[config.mk]
export PLATFORM = sky130hd
export DESIGN_NAME = lvd_ctrl
export DESIGN_NICKNAME = d
export VERILOG_FILES = /design/src/rtl/lvd_pkg.sv /design/src/rtl/lvd_sync.sv /design/src/rtl/lvd_settle.sv /design/src/rtl/lvd_ctrl.sv
export SDC_FILE = /design/constraint.sdc
export NUM_CORES = 1
export LEC_CHECK = 0
export ABC_AREA = 0
export ABC_CLOCK_PERIOD_IN_PS = 2100
export BUFFER_PORTS_ARGS = -buffer_cell sky130_fd_sc_hd__buf_4
export CAP_MARGIN = 20
export CORE_ASPECT_RATIO = 0.8
export CORE_MARGIN = 1.5
export CORE_UTILIZATION = 40
export CTS_CLUSTER_SIZE = 20
export DETAILED_ROUTE_END_ITERATION = 12
export GPL_TIMING_DRIVEN = 0
export PLACE_DENSITY_LB_ADDON = 0.12
export SYNTH_ARGS = -nofsm -noshare
export SYNTH_HDL_FRONTEND = slang
export SYNTH_SLANG_ARGS = --single-unit
[constraint.sdc]
create_clock -name clk -period 2.1 [get_ports clk]
set_clock_uncertainty 0.2 [all_clocks]
set_input_delay 0.21 -clock clk [delete_from_list [all_inputs] [get_ports clk]]
set_output_delay 0.21 -clock clk [all_outputs]
set_load 0.01 [all_outputs]
[src/rtl/lvd_pkg.sv]
package lvd_pkg;
  localparam int DET_BIT  = 7;
  localparam int REF_BIT  = 4;
  localparam int MODE_BIT = 1;
  localparam int FLAG_BIT = 0;
  localparam int LVL_W    = 3;

  typedef enum logic {
    SEL_CTRL  = 1'b0,
    SEL_LEVEL = 1'b1
  } reg_sel_e;
endpackage

[src/rtl/lvd_sync.sv]
module lvd_sync #(
  parameter int STAGES = 2
) (
  input  logic clk,
  input  logic rst,
  input  logic d_async,
  output logic q
);
  logic [STAGES-1:0] chain;

  always_ff @(posedge clk) begin
    if (rst) chain <= '0;
    else     chain <= {chain[STAGES-2:0], d_async};
  end

  assign q = chain[STAGES-1];
endmodule

[src/rtl/lvd_settle.sv]
module lvd_settle #(
  parameter int TICK_DIV = 1000,
  parameter int TICKS    = 200
) (
  input  logic clk,
  input  logic rst,
  input  logic en,
  output logic done
);
  localparam int PW = (TICK_DIV > 1) ? $clog2(TICK_DIV) : 1;
  localparam int CW = $clog2(TICKS + 1);

  logic [PW-1:0] pre;
  logic [CW-1:0] cnt;

  always_ff @(posedge clk) begin
    if (rst || !en) begin
      pre  <= '0;
      cnt  <= CW'(TICKS);
      done <= 1'b0;
    end else if (!done) begin
      if (pre == PW'(TICK_DIV - 1)) begin
        pre <= '0;
        cnt <= cnt - 1'b1;
        if (cnt == CW'(1)) done <= 1'b1;
      end else begin
        pre <= pre + 1'b1;
      end
    end
  end


  settle_drop_chk: assert property (@(posedge clk) disable iff (rst)
    !en |=> !done);


  settle_range_chk: assert property (@(posedge clk) disable iff (rst)
    cnt <= CW'(TICKS));
endmodule

[src/rtl/lvd_ctrl.sv]
module lvd_ctrl #(
  parameter int TICK_DIV  = 1000,
  parameter int REF_TICKS = 2000,
  parameter int DET_TICKS = 200
) (
  input  logic       clk,
  input  logic       rst,
  input  logic       wr_en,
  input  logic       wr_sel,
  input  logic [7:0] wr_data,
  input  logic       cmp_below,
  input  logic       por_bypass,
  output logic [7:0] ctrl_rd,
  output logic [2:0] lvl_code,
  output logic       ref_en,
  output logic       det_en,
  output logic       irq_pulse,
  output logic       rst_req
);
  import lvd_pkg::*;

  logic             mode_rst;
  logic [LVL_W-1:0] lvl_q;
  logic             below_s;
  logic             ref_done, det_done, ref_ok;
  logic             q_below, q_below_d;
  logic             irq_q, rst_q;

  // register write port
  always_ff @(posedge clk) begin
    if (rst) begin
      det_en   <= 1'b0;
      ref_en   <= 1'b0;
      mode_rst <= 1'b0;
      lvl_q    <= '0;
    end else if (wr_en) begin
      if (wr_sel == SEL_LEVEL) begin
        lvl_q <= wr_data[LVL_W-1:0];
      end else begin
        det_en   <= wr_data[DET_BIT];
        ref_en   <= wr_data[REF_BIT];
        mode_rst <= wr_data[MODE_BIT];
      end
    end
  end

  lvd_sync #(.STAGES(2)) u_sync (
    .clk(clk), .rst(rst), .d_async(cmp_below), .q(below_s)
  );

  lvd_settle #(.TICK_DIV(TICK_DIV), .TICKS(REF_TICKS)) u_ref_settle (
    .clk(clk), .rst(rst), .en(ref_en), .done(ref_done)
  );

  lvd_settle #(.TICK_DIV(TICK_DIV), .TICKS(DET_TICKS)) u_det_settle (
    .clk(clk), .rst(rst), .en(det_en), .done(det_done)
  );

  assign ref_ok = por_bypass | ref_done;

  // qualified comparison and request generation
  always_ff @(posedge clk) begin
    if (rst) begin
      q_below   <= 1'b0;
      q_below_d <= 1'b0;
      irq_q     <= 1'b0;
      rst_q     <= 1'b0;
    end else begin
      q_below   <= below_s & det_done & ref_ok & det_en;
      q_below_d <= q_below;
      irq_q     <= det_en & ~mode_rst & q_below & ~q_below_d;
      rst_q     <= det_en & mode_rst & q_below & (rst_q | ~q_below_d);
    end
  end

  always_comb begin
    ctrl_rd           = '0;
    ctrl_rd[DET_BIT]  = det_en;
    ctrl_rd[REF_BIT]  = ref_en;
    ctrl_rd[MODE_BIT] = mode_rst;
    ctrl_rd[FLAG_BIT] = q_below;
  end

  assign lvl_code  = lvl_q;
  assign irq_pulse = irq_q;
  assign rst_req   = rst_q;


  irq_single_chk: assert property (@(posedge clk) disable iff (rst)
    irq_pulse |=> !irq_pulse);


  irq_mode_chk: assert property (@(posedge clk) disable iff (rst)
    irq_pulse |-> $past(det_en && !mode_rst));


  rst_fresh_chk: assert property (@(posedge clk) disable iff (rst)
    $rose(rst_req) |-> $past(!q_below_d));


  det_off_chk: assert property (@(posedge clk) disable iff (rst)
    !det_en |=> !q_below);


  lvl_hold_chk: assert property (@(posedge clk) disable iff (rst)
    !(wr_en && wr_sel) |=> $stable(lvl_code));


  req_excl_chk: assert property (@(posedge clk) disable iff (rst)
    !(irq_pulse && rst_req));
endmodule

==> impl_metrics.csv, run 1 <==
group,metric,value,unit
power_and_ir_drop,pwr-share-clk,33.4,%
route,ant_nets,0,
setup_path,cp.arrival,2.12,ns
synth,synth_flop_cell,"dfxtp_1",
layout,drive_gt1_share,16.6,%
synth,synth_warnings,0,
synth,synthTopCellsByCount,"dfxtp_1 (53), nor2_1 (42), nand2_1 (20)",
flow_run,maxCapViolations,0,
outcome,status,"complete, no violations",
setup_path,path_cells,"or4_1, or4_4, or4_1, a21oi_1",
cts,root_buffer,"clkbuf_8",
route,post_drt_wl_per_cell,11.4,um
layout,nNetsFinal,332,
floorplanning,num_rows,24,
power_and_ir_drop,pwr-share-comb,5.3,%
floorplanning,die_area,6370,um^2
layout,num_antenna_cells,0,
synth,yosysMostFrequentCell,"dfxtp_1",
power_and_ir_drop,internal_power,1.30,mW
grt,antenna_found_initial,0,
cts,cts_tree,"done",
synth,avgSynthCellArea,8.76,um^2
floorplanning,die_h,71.7,um
power_and_ir_drop,swShare,21.8,%
timing,setup_viol,0,
synth,synth_top_area_cell,"dfxtp_1",
route,drt_iter0_markers,38,
synth,synth_enable_flop_cells,0,
setup_path,path_max_fanout,3,
placement,portBuffers,21,
power_and_ir_drop,power.density,578,nW/um^2
floorplanning,start_util,42.4,%
route,first_pass_iters,4,
grt,groute.usage.overall,15.9,%
setup_path,cp_slowest_cell,"or4_1",
synth,ys_ff_latch,53,
grt,grt_pass1_vias,1858,
synth,synth.distinct_cells,38,
route,wl_met1,2.20,mm
synth,synth_top_area_share,45.0,%
timing,max_freq,480,MHz
synth,synth.area.top_cells,"dfxtp_1 (45%), nor2_1 (6.7%), xnor2_1 (5.9%)",
timing,rsz0062_at_grt,"true",
route,wl_met3,143,um
floorplanning,core-area,5560,um^2
setup_path,cp_top_family,"simple AND/OR/NAND/NOR gates",
placement,pre_cts_slack,-0.184,ns
route,routed-via-count,1856,
route,wirelength,4.45,mm
timing,layout_setup_ws,0.0159,ns
route,drc,0,
route,viasPerCell,4.75,
route,wl_met2,2.06,mm
floorplanning,die_x,88.8,um
cts,cts.sinks,53,
min_path,hp-class,"input port to register",
cts,clk_pin_slew,0.09,ns
setup_path,cp_common_cell,"or4_1",
cts,htree_num_levels,2,
setup_path,required,2.13,ns
setup_path,max_stage_delay,0.51,ns
placement,gp_routability_congestion,0.752,
cts,clock_latency,0.30,ns
setup_path,endpoint_kind,"register",
synth,syn-cell-area,2360,um^2
power_and_ir_drop,seqPwrFrac,61.3,%
cts,cts_buffers,5,
timing,slew_violations,0,
layout,synthToLayoutAreaGrowth,22.0,%
timing,finalHoldViolations,0,
timing,fin_crit_sh,99.2,%
floorplanning,design.portCount,29,
timing,worst_slew_pin_slew,0.584,ns
synth,synthArstFlopShare,0,%
synth,ys_seq_area_share,45.0,%
route,highest_layer,"met4",
setup_path,crit_buf_inv,0,
setup_path,critPathKind,"register to register",
placement,hpwlAfterDp,3.08,mm
grt,grt_overflow_total,0,
synth,synth_cells,269,
timing,fin_crit,2.08,ns
setup_path,cp-start-kind,"register",
layout,utilization,51.8,%
grt,grt_max_degree,16,
power_and_ir_drop,peakVddDrop,0.402,mV
power_and_ir_drop,p_sw,362,uW
timing,relSlewSlack,60.7,%
power_and_ir_drop,p_leak,0.961,nW
grt,grt_pass1_wl,7.93,mm
cts,clk_path_buf_depth,2,
cell type report:
type	instances	area [um^2]
multi-input combinational	196	1240
inverter	8	30.0
buffer	15	86.3
clock inverter	1	7.51
timing repair buffer	33	270
clock buffer	7	76.3
sequential	53	1070
tap	78	97.6
fill	513	2680
sequential cells by signal, indices dropped and copies added (netlist names), 2 cells and up:
register	cells
lvl_code	3
u_det_settle.cnt	8
u_det_settle.pre	10
u_ref_settle.cnt	11
u_ref_settle.pre	10
u_sync.chain	2
worst reg2reg max path: stages, from the launching register on:
cell     delay, ns
dfxtp_2       0.35
or4_1         0.51
or4_4         0.43
or4_1         0.40
a21oi_1       0.13
metal layers:
| metal | track usage, % | vias up |
|---|---|---|
| met5 | 0 | - |
| met4 | 6.08 | 0 |
| met3 | 4.26 | 4 |
| met2 | 26.4 | 25 |
| met1 | 19.5 | 841 |
| li1 | - | 986 |
kinds of logic (layout without fill, tap and decap cells):
logic type	count (synthesis)	after routing	share of synthesized area, %
adders and majority gates	6	6	3.18
xor gates and xnor gates	26	26	9.66
muxes	4	4	1.70
and+or+nand+nor	132	132	29.2
AOI/OAI and AO/OA	24	24	6.10
other	1	4	0.159
DFF	53	53	45.0
buffers and inverters	23	64	4.94
repair_timing:
action / in CTS / in global routing
hold buffers: 9 / 0
endpoints found under the hold margin: 9 / 0
pin swaps: 0 / 1
setup buffers: 1 / 2
setup endpoints to repair: 9 / 13
resized for setup: 5 / 8
power by group through the flow:
stage	clock network (mW)	registers, mW	logic, mW
floorplan	0	1.04	0.0377
global placement	0	1.04	0.0734
detailed placement	0	1.04	0.0739
CTS	0.580	1.02	0.0877
global route	0.612	1.02	0.0976
finish	0.554	1.02	0.0884
stage by stage:
stage | cell area [um^2] | setup TNS [ns] | hold WS (ns) | cells | total power [mW]
floorplan | 2370 | 0 | 0.138 | 272 | 1.08
global placement | 2620 | -1.66 | 0.210 | 371 | 1.12
detailed placement | 2620 | -1.39 | 0.219 | 371 | 1.12
CTS | 2820 | 0 | 0.000226 | 389 | 1.69
global route | 2880 | -0.0671 | 0.0223 | 391 | 1.73
finish | 2880 | 0 | 0.0207 | 391 | 1.66
placed cells by master (no fill, tap or decap), types with 7 or more instances in the layout:
cell and instances:
a21oi_1 8, nor2b_1 9, xor2_1 10, inv_1 8, dlygate4sd3_1 9, nand2_1 19
o21ai_0 7, xnor2_1 16, nor2_1 42, clkbuf_1 9, dfxtp_1 49, nand3_1 13
buf_4 32, nor3_1 9
path summary, 6_finish.rpt:
kind                           from                  end  slack [ns]  depth (start not counted)
setup / recovery  u_det_settle.done  u_det_settle.cnt[5]        0.02                          4
hold / removal               wr_sel          lvl_code[1]        0.02                          3
setup reg to reg  u_det_settle.done  u_det_settle.cnt[5]        0.02                          4
hold reg to reg           q_below_d            irq_pulse        0.23                          1
No activity file was read; power rests on OpenSTA's default activity.
==> run 2: changes to the inputs <==
--- a/config.mk
+++ b/config.mk
@@ -10,7 +10,6 @@
 export BUFFER_PORTS_ARGS = -buffer_cell sky130_fd_sc_hd__buf_4
 export CAP_MARGIN = 20
 export CORE_ASPECT_RATIO = 0.8
-export CORE_MARGIN = 1.5
 export CORE_UTILIZATION = 40
 export CTS_CLUSTER_SIZE = 20
 export DETAILED_ROUTE_END_ITERATION = 12
@@ -18,4 +17,5 @@
 export PLACE_DENSITY_LB_ADDON = 0.12
 export SYNTH_ARGS = -nofsm -noshare
 export SYNTH_HDL_FRONTEND = slang
+export SYNTH_HIERARCHICAL = 1
 export SYNTH_SLANG_ARGS = --single-unit
==> run 2 against run 1 <==
Net effect: maximum frequency rose by 0.15%; sequential share of layout area down 2.5 points; sequential cell count did not move; combinational power rose by 9.0%; count of clock-buffer cells in the layout shrank 1; setup slack improved by 0.0030 ns; global-route usage decreased by 0.20 points; via count grew 6.4%; critical path depth did not move; clock power grew 31%; sequential power about the same; non-clock buffer count is 3 lower.
==> impl_metrics.csv, run 2 <==
group,metric,value,unit
floorplanning,num_rows,25,
power_and_ir_drop,peakVddDrop,0.322,mV
route,wl_met1,2.70,mm
cts,root_buffer,"clkbuf_8",
timing,slew_violations,0,
synth,ys_ff_latch,53,
power_and_ir_drop,pwr-share-comb,5.2,%
floorplanning,start_util,42.2,%
synth,synth.area.top_cells,"dfxtp_1 (42%), nor2_1 (4.7%), xnor2_1 (4.1%)",
route,drt_iter0_markers,65,
placement,hpwlAfterDp,3.38,mm
cts,cts_buffers,5,
setup_path,endpoint,"u_ref_settle/cnt[5]",
synth,ys_seq_area_share,41.7,%
min_path,hp-class,"input port to register",
timing,setup_viol,0,
grt,antenna_found_initial,0,
setup_path,cp-start-kind,"register",
layout,top_register,"u_ref_settle/cnt",
layout,fill_cells,568,
setup_path,ff2ff_path_depth,4,
synth,synth_cells,277,
grt,grt_max_degree,17,
floorplanning,die_area,6690,um^2
power_and_ir_drop,pwr-share-clk,39.3,%
grt,grt_pass1_wl,8.36,mm
setup_path,startpoint,"u_ref_settle/done",
setup_path,r2r-end,"u_ref_settle/cnt[5]",
setup_path,required,2.14,ns
layout,fin_area,3090,um^2
grt,grt_pass1_vias,1796,
placement,dp_cells,382,
synth,synthTopCellsByCount,"dfxtp_1 (53), nor2_1 (32), nand2_1 (16)",
layout,mostFrequentLayoutCells,"dfxtp_1 (49), nor2_1 (32), buf_4 (31)",
layout,instances_no_fill,400,
synth,synth_warnings,6,
route,viasPerCell,4.94,
flow_run,maxCapViolations,0,
route,wl_met3,170,um
synth,avgSynthCellArea,9.20,um^2
synth,synth_enable_flop_cells,0,
placement,placed_area,2820,um^2
setup_path,critPathKind,"register to register",
synth,synth_top_area_share,41.7,%
timing,fin_crit_sh,99.1,%
route,wirelength,4.86,mm
route,first_pass_iters,4,
outcome,status,"complete, no violations",
layout,utilization,51.2,%
timing,finalHoldViolations,0,
cts,clock_latency,0.30,ns
grt,groute.usage.overall,15.7,%
cts,htree_num_levels,2,
floorplanning,die_x,91.2,um
synth,syn-cell-area,2550,um^2
layout,top_regs,"u_ref_settle/cnt: 11 flops, u_det_settle/pre: 10 flops, u_ref_settle/pre: 10 flops",
layout,num_antenna_cells,0,
layout,drive_gt1_share,22.3,%
floorplanning,die_h,73.4,um
route,wl_met2,1.96,mm
synth,synthArstFlopShare,0,%
route,highest_layer,"met4",
timing,max_freq,481,MHz
floorplanning,core-area,6040,um^2
route,post_drt_wl_per_cell,12.1,um
layout,nNetsFinal,338,
route,drc,0,
route,ant_nets,0,
setup_path,path_max_fanout,6,
power_and_ir_drop,seqPwrFrac,55.4,%
cts,clk_pin_slew,0.10,ns
layout,synthToLayoutAreaGrowth,21.4,%
synth,synth_top_area_cell,"dfxtp_1",
placement,portBuffers,21,
power_and_ir_drop,p_sw,382,uW
power_and_ir_drop,p_leak,1.14,nW
setup_path,r2r_setup_slack,0.02,ns
synth,synth_flop_cell,"dfxtp_1",
route,routed-via-count,1974,
timing,fin_crit,2.08,ns
power_and_ir_drop,swShare,20.8,%
cts,clk_path_buf_depth,2,
setup_path,cp.arrival,2.12,ns
synth,synth.distinct_cells,54,
cts,cts.sinks,53,
cts,cts_tree,"done",
min_path,hold_depth,3,
setup_path,endpoint_kind,"register",
power_and_ir_drop,internal_power,1.46,mW
layout,largest_reg_flops,11,
grt,grt_overflow_total,0,
layout,final_common_cell,"dfxtp_1",
placement,gp_routability_congestion,0.772,
power_and_ir_drop,power.density,594,nW/um^2
synth,yosysMostFrequentCell,"dfxtp_1",
setup_path,r2r-start,"u_ref_settle/done",
timing,rsz0062_at_grt,"true",
floorplanning,design.portCount,29,
==> run 2: changes by cell type in the layout (fill, tap and decap cells not counted), moves of 3 or more <==
cell / change
nand3b_1: -3
nor2_1: -10
buf_6: +3
nor2b_1: -4
a21oi_1: +5
nand3_1: -4
nand2_1: -4
and3_1: +3
clkbuf_1: -6
xnor2_1: -4
nand4bb_1: +3
nand2b_1: +3
==> run 2: stage by stage <==
stage	power (mW)	hold WS [ns]	TNS (ns)	setup slack, ns
floorplan	1.09	0.0816	0	0.107
global placement	1.13	0.205	-0.991	-0.149
detailed placement	1.13	0.209	-1.15	-0.175
CTS	1.87	0.00772	0	0.00610
global route	1.91	0.0168	-0.0369	-0.0242
finish	1.84	0.0163	0	0.0189
==> run 2: logic make-up after synthesis <==
kind of cell / share of synthesized area (%)
XOR/XNOR: 6.88
adder cells (fa/ha/maj): 2.95
buffers and inverters: 5.30
flip-flops: 41.7
other: 0.147
AO/OA/AOI/OAI: 9.48
multiplexers: 1.18
AND/OR/NAND/NOR: 32.4
==> run 2: layout make-up <==
class                   count  area, um^2  area share [%]
inverters                   8        30.0           0.971
well taps                  81         101            3.28
plain buffers              14         105            3.40
flip-flops and latches     53        1070            34.5
multi-input cells         205        1420            45.8
clock buffers               6        82.6            2.67
clock inverters             2        37.5            1.21
repair buffers             31         253            8.17
==> run 2: worst min path at each step <==
stage	start	slack (ns)	endpoint
3_5_place_dp	q_below_d	0.21	irq_pulse
5_1_grt	wr_en	0.02	lvl_code[2]
4_1_cts	wr_en	0.008	lvl_code[0]
3_3_place_gp	q_below_d	0.20	irq_pulse
2_1_floorplan	rst	0.08	u_sync/chain[0]
6_report	wr_en	0.02	lvl_code[0]
==> run 2: critical path, cell delays in order, from the launching register on <==
cell	delay (ns)
dfxtp_4	0.37
or4b_4	0.52
or4_4	0.48
or3_1	0.33
a21oi_1	0.13
==> run 2: layer usage <==
metal	GRT usage, %	vias up
met5	0	-
met4	3.70	0
met3	3.83	2
met2	22.8	30
met1	23.2	898
li1	-	1044
==> run 2: power groups by stage <==
stage	clock [mW]	sequential [mW]	combinational [mW]
floorplan	0	1.04	0.0450
global placement	0	1.04	0.0838
detailed placement	0	1.04	0.0850
CTS	0.751	1.02	0.0968
global route	0.787	1.02	0.106
finish	0.723	1.02	0.0964
==> run 2: timing repair <==
| item | 4_1_cts | 5_1_grt |
|---|---|---|
| hold endpoints to repair | 9 | 0 |
| pin swaps | 1 | 1 |
| hold buffers | 8 | 0 |
| resized for setup | 7 | 10 |
| setup buffers | 1 | 1 |
| endpoints found under the setup margin | 11 | 12 |
==> run 3: changes to the inputs <==
--- a/config.mk
+++ b/config.mk
@@ -6,7 +6,7 @@
 export NUM_CORES = 1
 export LEC_CHECK = 0
 export ABC_AREA = 0
-export ABC_CLOCK_PERIOD_IN_PS = 2100
+export ABC_CLOCK_PERIOD_IN_PS = 1900
 export BUFFER_PORTS_ARGS = -buffer_cell sky130_fd_sc_hd__buf_4
 export CAP_MARGIN = 20
 export CORE_ASPECT_RATIO = 0.8
@@ -15,6 +15,8 @@
 export DETAILED_ROUTE_END_ITERATION = 12
 export GPL_TIMING_DRIVEN = 0
 export PLACE_DENSITY_LB_ADDON = 0.12
+export RECOVER_POWER = 50
+export SETUP_SLACK_MARGIN = 0.1
 export SYNTH_ARGS = -nofsm -noshare
 export SYNTH_HDL_FRONTEND = slang
 export SYNTH_HIERARCHICAL = 1
==> constraint.sdc (replaced) <==
create_clock -name clk -period 1.9 [get_ports clk]
set_clock_uncertainty 0.2 [all_clocks]
set_input_delay 0.19 -clock clk [delete_from_list [all_inputs] [get_ports clk]]
set_output_delay 0.19 -clock clk [all_outputs]
set_load 0.01 [all_outputs]
==> run 3 against run 2 <==
Net effect: the flow now finishes with violations (setup timing); non-clock buffer count is 13 higher; first-iteration DRC count is 15% higher; sequential share of layout area is 1.3 points lower; worst hold slack better by 0.0072 ns; register-to-register slack worse by 0.20 ns; sequential cell count stayed put; combinational power is 12% higher; critical path type unchanged; critical endpoint unchanged; largest cell class unchanged; largest power group unchanged.
==> impl_metrics.csv, run 3 (same netlist as run 2, synthesis figures left out) <==
group,metric,value,unit
floorplanning,core-area,6040,um^2
setup_path,path_max_fanout,5,
timing,setup_viol,8,
cts,cts_buffers,5,
route,drt_iter0_markers,75,
timing,layout_setup_ws,-0.179,ns
placement,gp_routability_congestion,0.785,
timing,fin_crit_sh,109,%
timing,finalHoldViolations,0,
route,ant_nets,0,
cts,clock_latency,0.31,ns
floorplanning,die_x,91.2,um
route,first_pass_iters,4,
route,drc,0,
grt,grt_max_degree,15,
floorplanning,start_util,42.2,%
timing,max_freq,481,MHz
flow_run,maxCapViolations,0,
timing,relSlewSlack,59.0,%
grt,grt_pass1_wl,8.75,mm
outcome,violations,"setup timing",
layout,utilization,54.2,%
setup_path,max_stage_delay,0.51,ns
outcome,status,"finished with violations",
floorplanning,die_area,6690,um^2
route,post_drt_wl_per_cell,12.7,um
route,routed-via-count,2114,
grt,antenna_found_initial,0,
grt,groute.usage.overall,16.2,%
layout,drive_gt1_share,26.6,%
placement,portBuffers,21,
setup_path,critPathKind,"register to register",
floorplanning,die_h,73.4,um
placement,pre_cts_slack,-0.225,ns
setup_path,path_cells,"or4b_4, or4_4, or3_1, a21oi_1",
setup_path,cp.arrival,2.11,ns
layout,mostFrequentLayoutCells,"dfxtp_1 (42), nor2_1 (32), buf_4 (25)",
layout,nNetsFinal,351,
setup_path,cp-start-kind,"register",
route,wirelength,5.23,mm
cts,cts.sinks,53,
setup_path,crit_buf_inv,0,
cts,root_buffer,"clkbuf_8",
floorplanning,design.portCount,29,
layout,final_common_cell,"dfxtp_1",
route,viasPerCell,5.13,
timing,fin_crit,2.08,ns
setup_path,cp_slowest_cell,"or4b_4",
floorplanning,num_rows,25,
layout,largest_reg_flops,11,
setup_path,cp_top_family,"simple AND/OR/NAND/NOR gates",
layout,top_regs,"u_ref_settle/cnt: 11 flops, u_det_settle/pre: 10 flops, u_ref_settle/pre: 10 flops",
setup_path,required,1.93,ns
timing,worst_slew_pin_slew,0.615,ns
layout,top_register,"u_ref_settle/cnt",
cts,clk_pin_slew,0.10,ns
timing,slew_violations,0,
cts,htree_num_levels,2,
cts,clk_path_buf_depth,2,
power_and_ir_drop,peakVddDrop,0.352,mV
min_path,hp-class,"input port to register",
power_and_ir_drop,p_leak,1.15,nW
timing,holdWs,0.0235,ns
grt,grt_pass1_vias,1881,
cts,cts_tree,"done",
grt,grt_overflow_total,0,
timing,rsz0062_at_grt,"true",
setup_path,endpoint_kind,"register",
placement,hpwlAfterDp,3.39,mm
layout,num_antenna_cells,0,
timing,tns,-0.721,ns
layout,synthToLayoutAreaGrowth,28.3,%
power_and_ir_drop,power.density,575,nW/um^2
==> run 3: cell types whose count changed in the layout (fill, tap and decap cells not counted), sizes merged <==
cell	change
clkinvlp	-1
clkbuf	+14
bufinv	-1
dlygate4sd3	+4
buf	-4
==> run 3: metrics by stage <==
stage                     instances  cell area [um^2]  power, mW
after floorplan                 280              2580       1.20
after detailed placement        382              2840       1.25
after global routing            412              3270       1.96
after global placement          382              2840       1.25
final                           412              3270       1.88
after CTS                       407              3140       1.91
==> run 3: worst paths after layout <==
check                           depth (start not counted)                  end  slack, ns              start
worst max-delay path                                    4  u_ref_settle/cnt[5]      -0.18  u_ref_settle/done
worst min-delay path                                    3          lvl_code[1]       0.02              wr_en
worst max register to register                          4  u_ref_settle/cnt[5]      -0.18  u_ref_settle/done
worst min register to register                          1            irq_pulse       0.22          q_below_d
==> run 3: power by group <==
| part | total, mW | internal, mW | switching [mW] |
|---|---|---|---|
| registers | 1.12 | 1.11 | 0.00730 |
| clock network | 0.650 | 0.290 | 0.360 |
| logic | 0.108 | 0.0627 | 0.0454 |
==> run 3: metal layers <==
| layer | GRT usage (%) | vias up | part of all wire, % | routed length [um] |
|---|---|---|---|---|
| li1 | - | 1074 | - | - |
| met1 | 22.7 | 995 | 53 | 2770 |
| met2 | 24.6 | 38 | 43 | 2230 |
| met3 | 3.21 | 7 | 3.1 | 162 |
| met4 | 6.35 | 0 | 1.3 | 66 |
| met5 | 0 | - | 0 | 0 |
==> run 3: area by class of cell <==
type	instances	area (um^2)
clock buffer	7	86.3
sequential	53	1090
inverter	8	32.5
fill	564	2770
tap	81	101
timing repair buffer	44	338
multi-input combinational	205	1520
buffer	14	106
==> run 3: tightest hold or removal path, delay by kind of cell <==
family / cells / cell delay [ns]
buffers and inverters: 1 / 0.14
muxes: 1 / 0.07
and+or+nand+nor: 1 / 0.08
==> run 3: timing repair <==
item | CTS | global route
endpoints found under the hold margin | 9 | 0
gates cloned | 0 | 0
setup endpoints to repair | 27 | 31
hold buffers | 12 | 0
setup buffers | 6 | 5
pin swaps | 2 | 7
resized for setup | 13 | 38
